--- src/rtl/uart_rx_pkg.sv ---
package uart_rx_pkg;

    localparam int DATA_W = 9;

    typedef struct packed {
        logic [DATA_W-1:0] data;
        logic              ferr;
        logic              perr;
    } rx_char_t;

    typedef enum logic [2:0] {
        ST_IDLE,
        ST_START,
        ST_DATA,
        ST_PARITY,
        ST_STOP1,
        ST_STOP2
    } rx_state_t;

    // Value the parity bit must take for the given data ones-count
    function automatic logic parity_expect(input logic data_xor, input logic odd);
        return data_xor ^ odd;
    endfunction

endpackage

--- src/rtl/uart_rx_sync.sv ---
module uart_rx_sync #(
    parameter int STAGES = 2
) (
    input  logic clk,
    input  logic rst,
    input  logic din,
    output logic dout
);
    logic [STAGES-1:0] chain;

    always_ff @(posedge clk) begin
        if (rst) chain <= '1;
        else     chain <= {chain[STAGES-2:0], din};
    end

    assign dout = chain[STAGES-1];
endmodule

--- src/rtl/uart_rx_frame.sv ---
module uart_rx_frame
    import uart_rx_pkg::*;
(
    input  logic     clk,
    input  logic     rst,
    input  logic     tick16,
    input  logic     rx_s,
    input  logic     cfg_nine,
    input  logic     cfg_par_en,
    input  logic     cfg_par_odd,
    input  logic     cfg_two_stop,
    output logic     chr_valid,
    output rx_char_t chr
);
    localparam int PH_W     = 4;
    localparam int IDX_W    = $clog2(DATA_W + 1);
    localparam logic [PH_W-1:0] PH_HALF = PH_W'(7);
    localparam logic [PH_W-1:0] PH_FULL = PH_W'(15);

    rx_state_t         state;
    logic [PH_W-1:0]   phase;
    logic [IDX_W-1:0]  idx;
    logic [DATA_W-1:0] shreg;
    logic              par_acc;
    logic              perr_q;
    logic              ferr_q;
    logic              rx_last;

    logic [IDX_W-1:0]  last_idx;
    logic              sample_pt;

    assign last_idx  = cfg_nine ? IDX_W'(DATA_W-1) : IDX_W'(DATA_W-2);
    assign sample_pt = tick16 && (phase == PH_FULL);

    always_ff @(posedge clk) begin
        if (rst) begin
            state     <= ST_IDLE;
            phase     <= '0;
            idx       <= '0;
            shreg     <= '0;
            par_acc   <= 1'b0;
            perr_q    <= 1'b0;
            ferr_q    <= 1'b0;
            rx_last   <= 1'b1;
            chr_valid <= 1'b0;
            chr       <= '0;
        end else begin
            chr_valid <= 1'b0;
            if (tick16) rx_last <= rx_s;
            case (state)
                ST_IDLE: begin
                    if (tick16 && rx_last && !rx_s) begin
                        state   <= ST_START;
                        phase   <= '0;
                        idx     <= '0;
                        shreg   <= '0;
                        par_acc <= 1'b0;
                        perr_q  <= 1'b0;
                        ferr_q  <= 1'b0;
                    end
                end
                ST_START: begin
                    if (tick16) begin
                        if (phase == PH_HALF) begin
                            phase <= '0;
                            state <= rx_s ? ST_IDLE : ST_DATA;
                        end else begin
                            phase <= phase + 1'b1;
                        end
                    end
                end
                ST_DATA: begin
                    if (sample_pt) begin
                        phase      <= '0;
                        shreg[idx] <= rx_s;
                        par_acc    <= par_acc ^ rx_s;
                        if (idx == last_idx) state <= cfg_par_en ? ST_PARITY : ST_STOP1;
                        idx <= idx + 1'b1;
                    end else if (tick16) begin
                        phase <= phase + 1'b1;
                    end
                end
                ST_PARITY: begin
                    if (sample_pt) begin
                        phase  <= '0;
                        perr_q <= (rx_s != parity_expect(par_acc, cfg_par_odd));
                        state  <= ST_STOP1;
                    end else if (tick16) begin
                        phase <= phase + 1'b1;
                    end
                end
                ST_STOP1: begin
                    if (sample_pt) begin
                        phase <= '0;
                        if (cfg_two_stop) begin
                            ferr_q <= !rx_s;
                            state  <= ST_STOP2;
                        end else begin
                            chr_valid <= 1'b1;
                            chr       <= '{data: shreg, ferr: !rx_s, perr: perr_q};
                            state     <= ST_IDLE;
                        end
                    end else if (tick16) begin
                        phase <= phase + 1'b1;
                    end
                end
                ST_STOP2: begin
                    if (sample_pt) begin
                        phase     <= '0;
                        chr_valid <= 1'b1;
                        chr       <= '{data: shreg, ferr: ferr_q | !rx_s, perr: perr_q};
                        state     <= ST_IDLE;
                    end else if (tick16) begin
                        phase <= phase + 1'b1;
                    end
                end
                default: state <= ST_IDLE;
            endcase
        end
    end

    // A start that reads high at its midpoint must abandon the frame
    assert_start_abort_R1: assert property (@(posedge clk) disable iff (rst)
        (state == ST_START && tick16 && phase == PH_HALF && rx_s) |=> (state == ST_IDLE));

    // A character is announced for one cycle only
    assert_single_pulse_R6: assert property (@(posedge clk) disable iff (rst)
        chr_valid |=> !chr_valid);

    // In 8-bit mode the top data bit of a finished character is zero
    assert_eight_bit_top_R2: assert property (@(posedge clk) disable iff (rst)
        (chr_valid && !cfg_nine && $stable(cfg_nine)) |-> (chr.data[DATA_W-1] == 1'b0));
endmodule

--- src/rtl/uart_rx_hold.sv ---
module uart_rx_hold
    import uart_rx_pkg::*;
#(
    parameter int DEPTH = 2
) (
    input  logic     clk,
    input  logic     rst,
    input  logic     push,
    input  rx_char_t push_chr,
    input  logic     pop,
    input  logic     ovr_clr,
    output logic     valid,
    output rx_char_t head,
    output logic     ovr
);
    localparam int PW = (DEPTH > 1) ? $clog2(DEPTH) : 1;
    localparam int CW = $clog2(DEPTH + 1);

    rx_char_t       mem [DEPTH];
    logic [PW-1:0]  wptr, rptr;
    logic [CW-1:0]  count;
    logic           pop_ok, room, push_ok, set_ovr;

    assign pop_ok  = pop && (count != '0);
    assign room    = (count < CW'(DEPTH)) || pop_ok;
    assign push_ok = push && !ovr && room;
    assign set_ovr = push && !ovr && !room;

    function automatic logic [PW-1:0] bump(input logic [PW-1:0] p);
        return (p == PW'(DEPTH-1)) ? '0 : p + 1'b1;
    endfunction

    always_ff @(posedge clk) begin
        if (rst) begin
            wptr  <= '0;
            rptr  <= '0;
            count <= '0;
            ovr   <= 1'b0;
        end else begin
            if (push_ok) begin
                mem[wptr] <= push_chr;
                wptr      <= bump(wptr);
            end
            if (pop_ok) rptr <= bump(rptr);
            if (push_ok && !pop_ok)      count <= count + 1'b1;
            else if (pop_ok && !push_ok) count <= count - 1'b1;
            if (set_ovr)      ovr <= 1'b1;
            else if (ovr_clr) ovr <= 1'b0;
        end
    end

    assign valid = (count != '0);
    assign head  = mem[rptr];

    assert_no_overflow_R6: assert property (@(posedge clk) disable iff (rst)
        count <= CW'(DEPTH));

    // Overrun stays until cleared
    assert_ovr_sticky_R7: assert property (@(posedge clk) disable iff (rst)
        (ovr && !ovr_clr) |=> ovr);

    // Nothing is added while the overrun flag is up
    assert_ovr_blocks_R7: assert property (@(posedge clk) disable iff (rst)
        (ovr && !pop) |=> (count == $past(count)));
endmodule

--- src/rtl/uart_rx_os.sv ---
module uart_rx_os
    import uart_rx_pkg::*;
#(
    parameter int SYNC_STAGES = 2,
    parameter int HOLD_DEPTH  = 2
) (
    input  logic              clk,
    input  logic              rst,
    input  logic              tick16,
    input  logic              rx,
    input  logic              cfg_nine,
    input  logic              cfg_par_en,
    input  logic              cfg_par_odd,
    input  logic              cfg_two_stop,
    input  logic              cfg_addr_only,
    input  logic              rd_en,
    input  logic              ovr_clr,
    output logic              rd_valid,
    output logic [DATA_W-1:0] rd_data,
    output logic              rd_ferr,
    output logic              rd_perr,
    output logic              ovr_flag
);
    logic     rx_s;
    logic     chr_valid;
    rx_char_t chr;
    rx_char_t head;
    logic     keep;

    uart_rx_sync #(.STAGES(SYNC_STAGES)) u_sync (
        .clk (clk), .rst (rst), .din (rx), .dout (rx_s)
    );

    uart_rx_frame u_frame (
        .clk          (clk),
        .rst          (rst),
        .tick16       (tick16),
        .rx_s         (rx_s),
        .cfg_nine     (cfg_nine),
        .cfg_par_en   (cfg_par_en),
        .cfg_par_odd  (cfg_par_odd),
        .cfg_two_stop (cfg_two_stop),
        .chr_valid    (chr_valid),
        .chr          (chr)
    );

    // Address filter: in 9-bit mode only characters with the top bit set survive
    assign keep = !(cfg_addr_only && cfg_nine && !chr.data[DATA_W-1]);

    uart_rx_hold #(.DEPTH(HOLD_DEPTH)) u_hold (
        .clk      (clk),
        .rst      (rst),
        .push     (chr_valid && keep),
        .push_chr (chr),
        .pop      (rd_en),
        .ovr_clr  (ovr_clr),
        .valid    (rd_valid),
        .head     (head),
        .ovr      (ovr_flag)
    );

    assign rd_data = head.data;
    assign rd_ferr = head.ferr;
    assign rd_perr = head.perr;

    // A filtered character leaves the overrun flag untouched
    assert_addr_drop_R8: assert property (@(posedge clk) disable iff (rst)
        (chr_valid && cfg_addr_only && cfg_nine && !chr.data[DATA_W-1] && !ovr_clr)
            |=> (ovr_flag == $past(ovr_flag)));
endmodule

--- config.mk ---
export PLATFORM = sky130hd
export DESIGN_NAME = uart_rx_os
export DESIGN_NICKNAME = d
export VERILOG_FILES = /design/src/rtl/uart_rx_pkg.sv /design/src/rtl/uart_rx_sync.sv /design/src/rtl/uart_rx_frame.sv /design/src/rtl/uart_rx_hold.sv /design/src/rtl/uart_rx_os.sv
export SDC_FILE = /design/constraint.sdc
export NUM_CORES = 1
export LEC_CHECK = 0
export BUFFER_PORTS_ARGS = -buffer_cell sky130_fd_sc_hd__buf_4
export CAP_MARGIN = 20
export CORE_ASPECT_RATIO = 0.7
export CORE_MARGIN = 4
export CORE_UTILIZATION = 40
export DETAILED_ROUTE_END_ITERATION = 6
export GPL_TIMING_DRIVEN = 0
export SLEW_MARGIN = 20
export SYNTH_ARGS = -nofsm -noshare
export SYNTH_HDL_FRONTEND = slang
export SYNTH_SLANG_ARGS = --single-unit
--- constraint.sdc ---
create_clock -name clk -period 2.68 [get_ports clk]
set_input_delay 0.134 -clock clk [delete_from_list [all_inputs] [get_ports clk]]
set_output_delay 0.134 -clock clk [all_outputs]
set_load 0.005 [all_outputs]
==> results.py <==
metrics = {
    "sta": {
        "hold_viol": 0,
        "rsz0062_at_grt": "false",
        "min_period_over_period": 0.761,
        "relSlewSlack": 0.577,
        "finalSetupViolations": 0,
        "skew_ns": 0.00618,
        "worst_pin_slew_ns": 0.634,
        "timing.final.max_slew_violations": 0,
        "final.setup.tns_ns": 0,
        "layout_min_cycle_time_ns": 2.04,
        "fmax_ghz": 0.490,
    },
    "finish": {
        "final_cells": 422,
        "syn2layout_area_growth_pct": 17.8,
        "fillCellCount": 648,
        "ff_latch_area_um2": 1540,
        "post-route-cell-area_um2": 3500,
        "multi_input_area_um2": 1320,
        "diodes": 0,
        "drive_gt1_frac": 0.216,
        "finalNetCount": 340,
    },
    "global_route": {
        "first_global_vias": 2036,
        "overflow": 0,
        "antenna_found_initial": 0,
        "grt_max_degree": 13,
        "grt_pass1_wl_mm": 10.6,
        "grt_usage": 0.153,
    },
    "setup_path": {
        "r2r_end": "u_frame.chr[7]",
        "arrival_ns": 2.25,
        "crit_slowest_cell": "dfxtp_1",
        "critPathLaunchType": "register",
        "worstSetupEndpointType": "register",
        "path_cells": "ha_1 > nand4_2 > nor3_2 > buf_4 > mux2i_1 > nor2_1",
        "r2r_setup_slack_ns": 0.64,
        "r2r_cells": 6,
        "startpoint": "u_frame.phase[0]",
        "r2r-start": "u_frame.phase[0]",
        "cp_max_fo": 10,
        "path_class": "reg2reg",
        "cp.required_ns": 2.89,
        "critPathMaxStageDelay_ns": 0.38,
        "crit_path_end": "u_frame.chr[7]",
    },
    "logic_synthesis": {
        "synth_seq_cells": 66,
        "syn_avg_cell_area_um2": 10.3,
        "synth_top_area_frac": 0.296,
        "ys_seq_area_frac": 0.519,
        "syn_area_um2": 2970,
        "synth_cells": 288,
        "netlist_top_cells_count": "dfxtp_1 (44), nor2_1 (29), edfxtp_1 (22), a21oi_1 (20), mux2i_1 (15)",
        "yosysWarnings": 0,
        "synth-edff-count": 22,
        "synth_nets": 305,
        "yosysTopAreaCell": "dfxtp_1",
        "synth.area.top_cells": "dfxtp_1 (30%), edfxtp_1 (22%), mux2i_1 (5.1%)",
        "async_reset_ff_frac": 0,
        "ys.flop_type": "dfxtp_1",
        "ys_types": 55,
        "synth_most_common_cell": "dfxtp_1",
    },
    "die": {
        "die_w_um": 111,
        "core_area_um2": 6980,
        "rows": 25,
        "io_pins": 24,
        "start_util": 0.426,
        "dieArea_um2": 8900,
        "die_h_um": 80.1,
    },
    "clocking": {
        "htreeDepth": 3,
        "root_buffer": "clkbuf_8",
        "cts_sinks": 66,
        "path_clk_slew_ns": 0.08,
        "insertion_delay_ns": 0.34,
        "cts_tree": "built",
        "post_cts_resized": 0,
        "cts-buffers-inserted": 9,
        "clockBufferDepth": 2,
    },
    "drt": {
        "dr.pass1.iters": 4,
        "drt-met1-wl_mm": 3.33,
        "wl_mm": 6.07,
        "drt_iter0_markers": 134,
        "routedWlPerCell_um": 14.4,
        "wl_met2_mm": 2.37,
        "vias_per_cell": 5.18,
        "via_count": 2184,
        "wl_met3_um": 292,
        "top_layer": "met4",
        "postRouteAntennaNets": 0,
        "drc": 0,
    },
    "placed_design": {
        "dp_hpwl_mm": 4.27,
        "place.gp.congestion": 0.908,
        "dpl.cell_count": 405,
        "port_buffers": 21,
        "place_area_um2": 3270,
    },
    "power_and_ir_drop": {
        "finalPower_uw": 2080,
        "p_per_area_nw_per_um2": 593,
        "p_leak_uw": 0.00132,
        "ir_drop_mv": 0.297,
    },
    "hold_path": {
        "worst_hold_path_type": "in2reg",
    },
    "run_status": {
        "outcome": "finished, final reports clean",
    },
    "job": {
        "drv_cap": 0,
    },
}
[logic make-up (layout without fill, tap and decap cells)]
kind of cell,count (synthesis),count (layout),share of synthesized area
mux,26,26,0.0922
simple gates,99,99,0.183
compound gates,54,54,0.115
fa+ha+maj,6,6,0.0253
flops,66,66,0.519
buf+inv,29,69,0.0425
xor+xnor,8,8,0.0236
[worst min-delay path by stage]
stage	from	end	slack, ns	depth (start not counted)
6_report	ovr_clr	u_hold.ovr	0.05	3
2_1_floorplan	rx	u_sync.chain[0]	0.24	1
5_1_grt	ovr_clr	u_hold.ovr	0.05	3
3_5_place_dp	rx	u_sync.chain[0]	0.32	2
4_1_cts	ovr_clr	u_hold.ovr	0.03	3
3_3_place_gp	rx	u_sync.chain[0]	0.32	2
[worst max-delay path: cells and delay by family (launching register included)]
| family | cells | cell delay, ns |
|---|---|---|
| fa+ha+maj | 1 | 0.31 |
| buf+inv | 1 | 0.27 |
| flops | 1 | 0.38 |
| mux | 1 | 0.20 |
| simple gates | 3 | 0.74 |
[layer usage]
layer	vias up	global-route usage
met1	1034	0.224
met5	-	0
met2	41	0.205
met4	0	0.0474
met3	7	0.0587
li1	1102	-
[sequential cells by signal, indices dropped and copies added (netlist names), named ones only]
signal	count
u_sync.chain	2
u_frame.phase	4
u_frame.chr_valid	1
u_hold.count	2
u_hold.mem	22
u_frame.par_acc	1
u_frame.ferr_q	1
u_frame.perr_q	1
u_frame.chr	11
u_hold.rptr	1
u_hold.ovr	1
u_frame.state	3
u_frame.rx_last	1
u_frame.shreg	9
u_hold.wptr	1
u_frame.idx	4
[layout make-up]
cell class              count  area share
plain buffers              15      0.0211
clock buffers               9      0.0354
clock inverters             7      0.0268
inverters                  14      0.0150
multi-input cells         193       0.376
flip-flops and latches     66       0.440
well taps                  94      0.0336
repair buffers             24      0.0522
[where the power goes]
group | switching [uW] | internal [uW] | total (uW)
logic | 60.7 | 52.9 | 114
clock network | 399 | 522 | 921
registers | 7.34 | 1040 | 1040
[timing repair]
item / 4_1_cts / 5_1_grt
hold endpoints to repair: 1 / 0
hold buffers: 1 / 0
buffers inserted: 0 / 0
[cell usage in the layout (no fill, tap or decap), types with 2 or more instances in the layout]
cell,count
ha_1,6
nand2b_1,4
or2_2,4
nor3_1,2
nand4b_1,2
nand3b_1,2
dfxtp_1,44
nor3b_2,2
buf_4,24
clkbuf_1,7
or3_1,3
a31oi_1,3
nand4_1,3
a21oi_1,20
a311oi_1,2
xor2_1,6
clkbuf_8,9
clkinv_4,2
o22ai_1,3
nor3_2,3
edfxtp_1,22
mux2_2,11
nand2_1,14
o21ai_0,8
bufinv_16,2
o221ai_1,2
xnor2_1,2
o21ai_1,6
buf_2,5
nand3_1,13
nor2b_1,6
mux2i_1,15
inv_1,14
nor2_1,29
[metrics by stage]
stage	setup WS, ns	hold WS [ns]	utilization
floorplan	0.523	0.238	-
global placement	-0.112	0.319	0.466
detailed placement	0.659	0.323	0.469
CTS	0.639	0.0340	0.502
global route	0.480	0.0542	0.502
finish	0.641	0.0463	0.502
No activity file was read; power rests on OpenSTA's default activity.
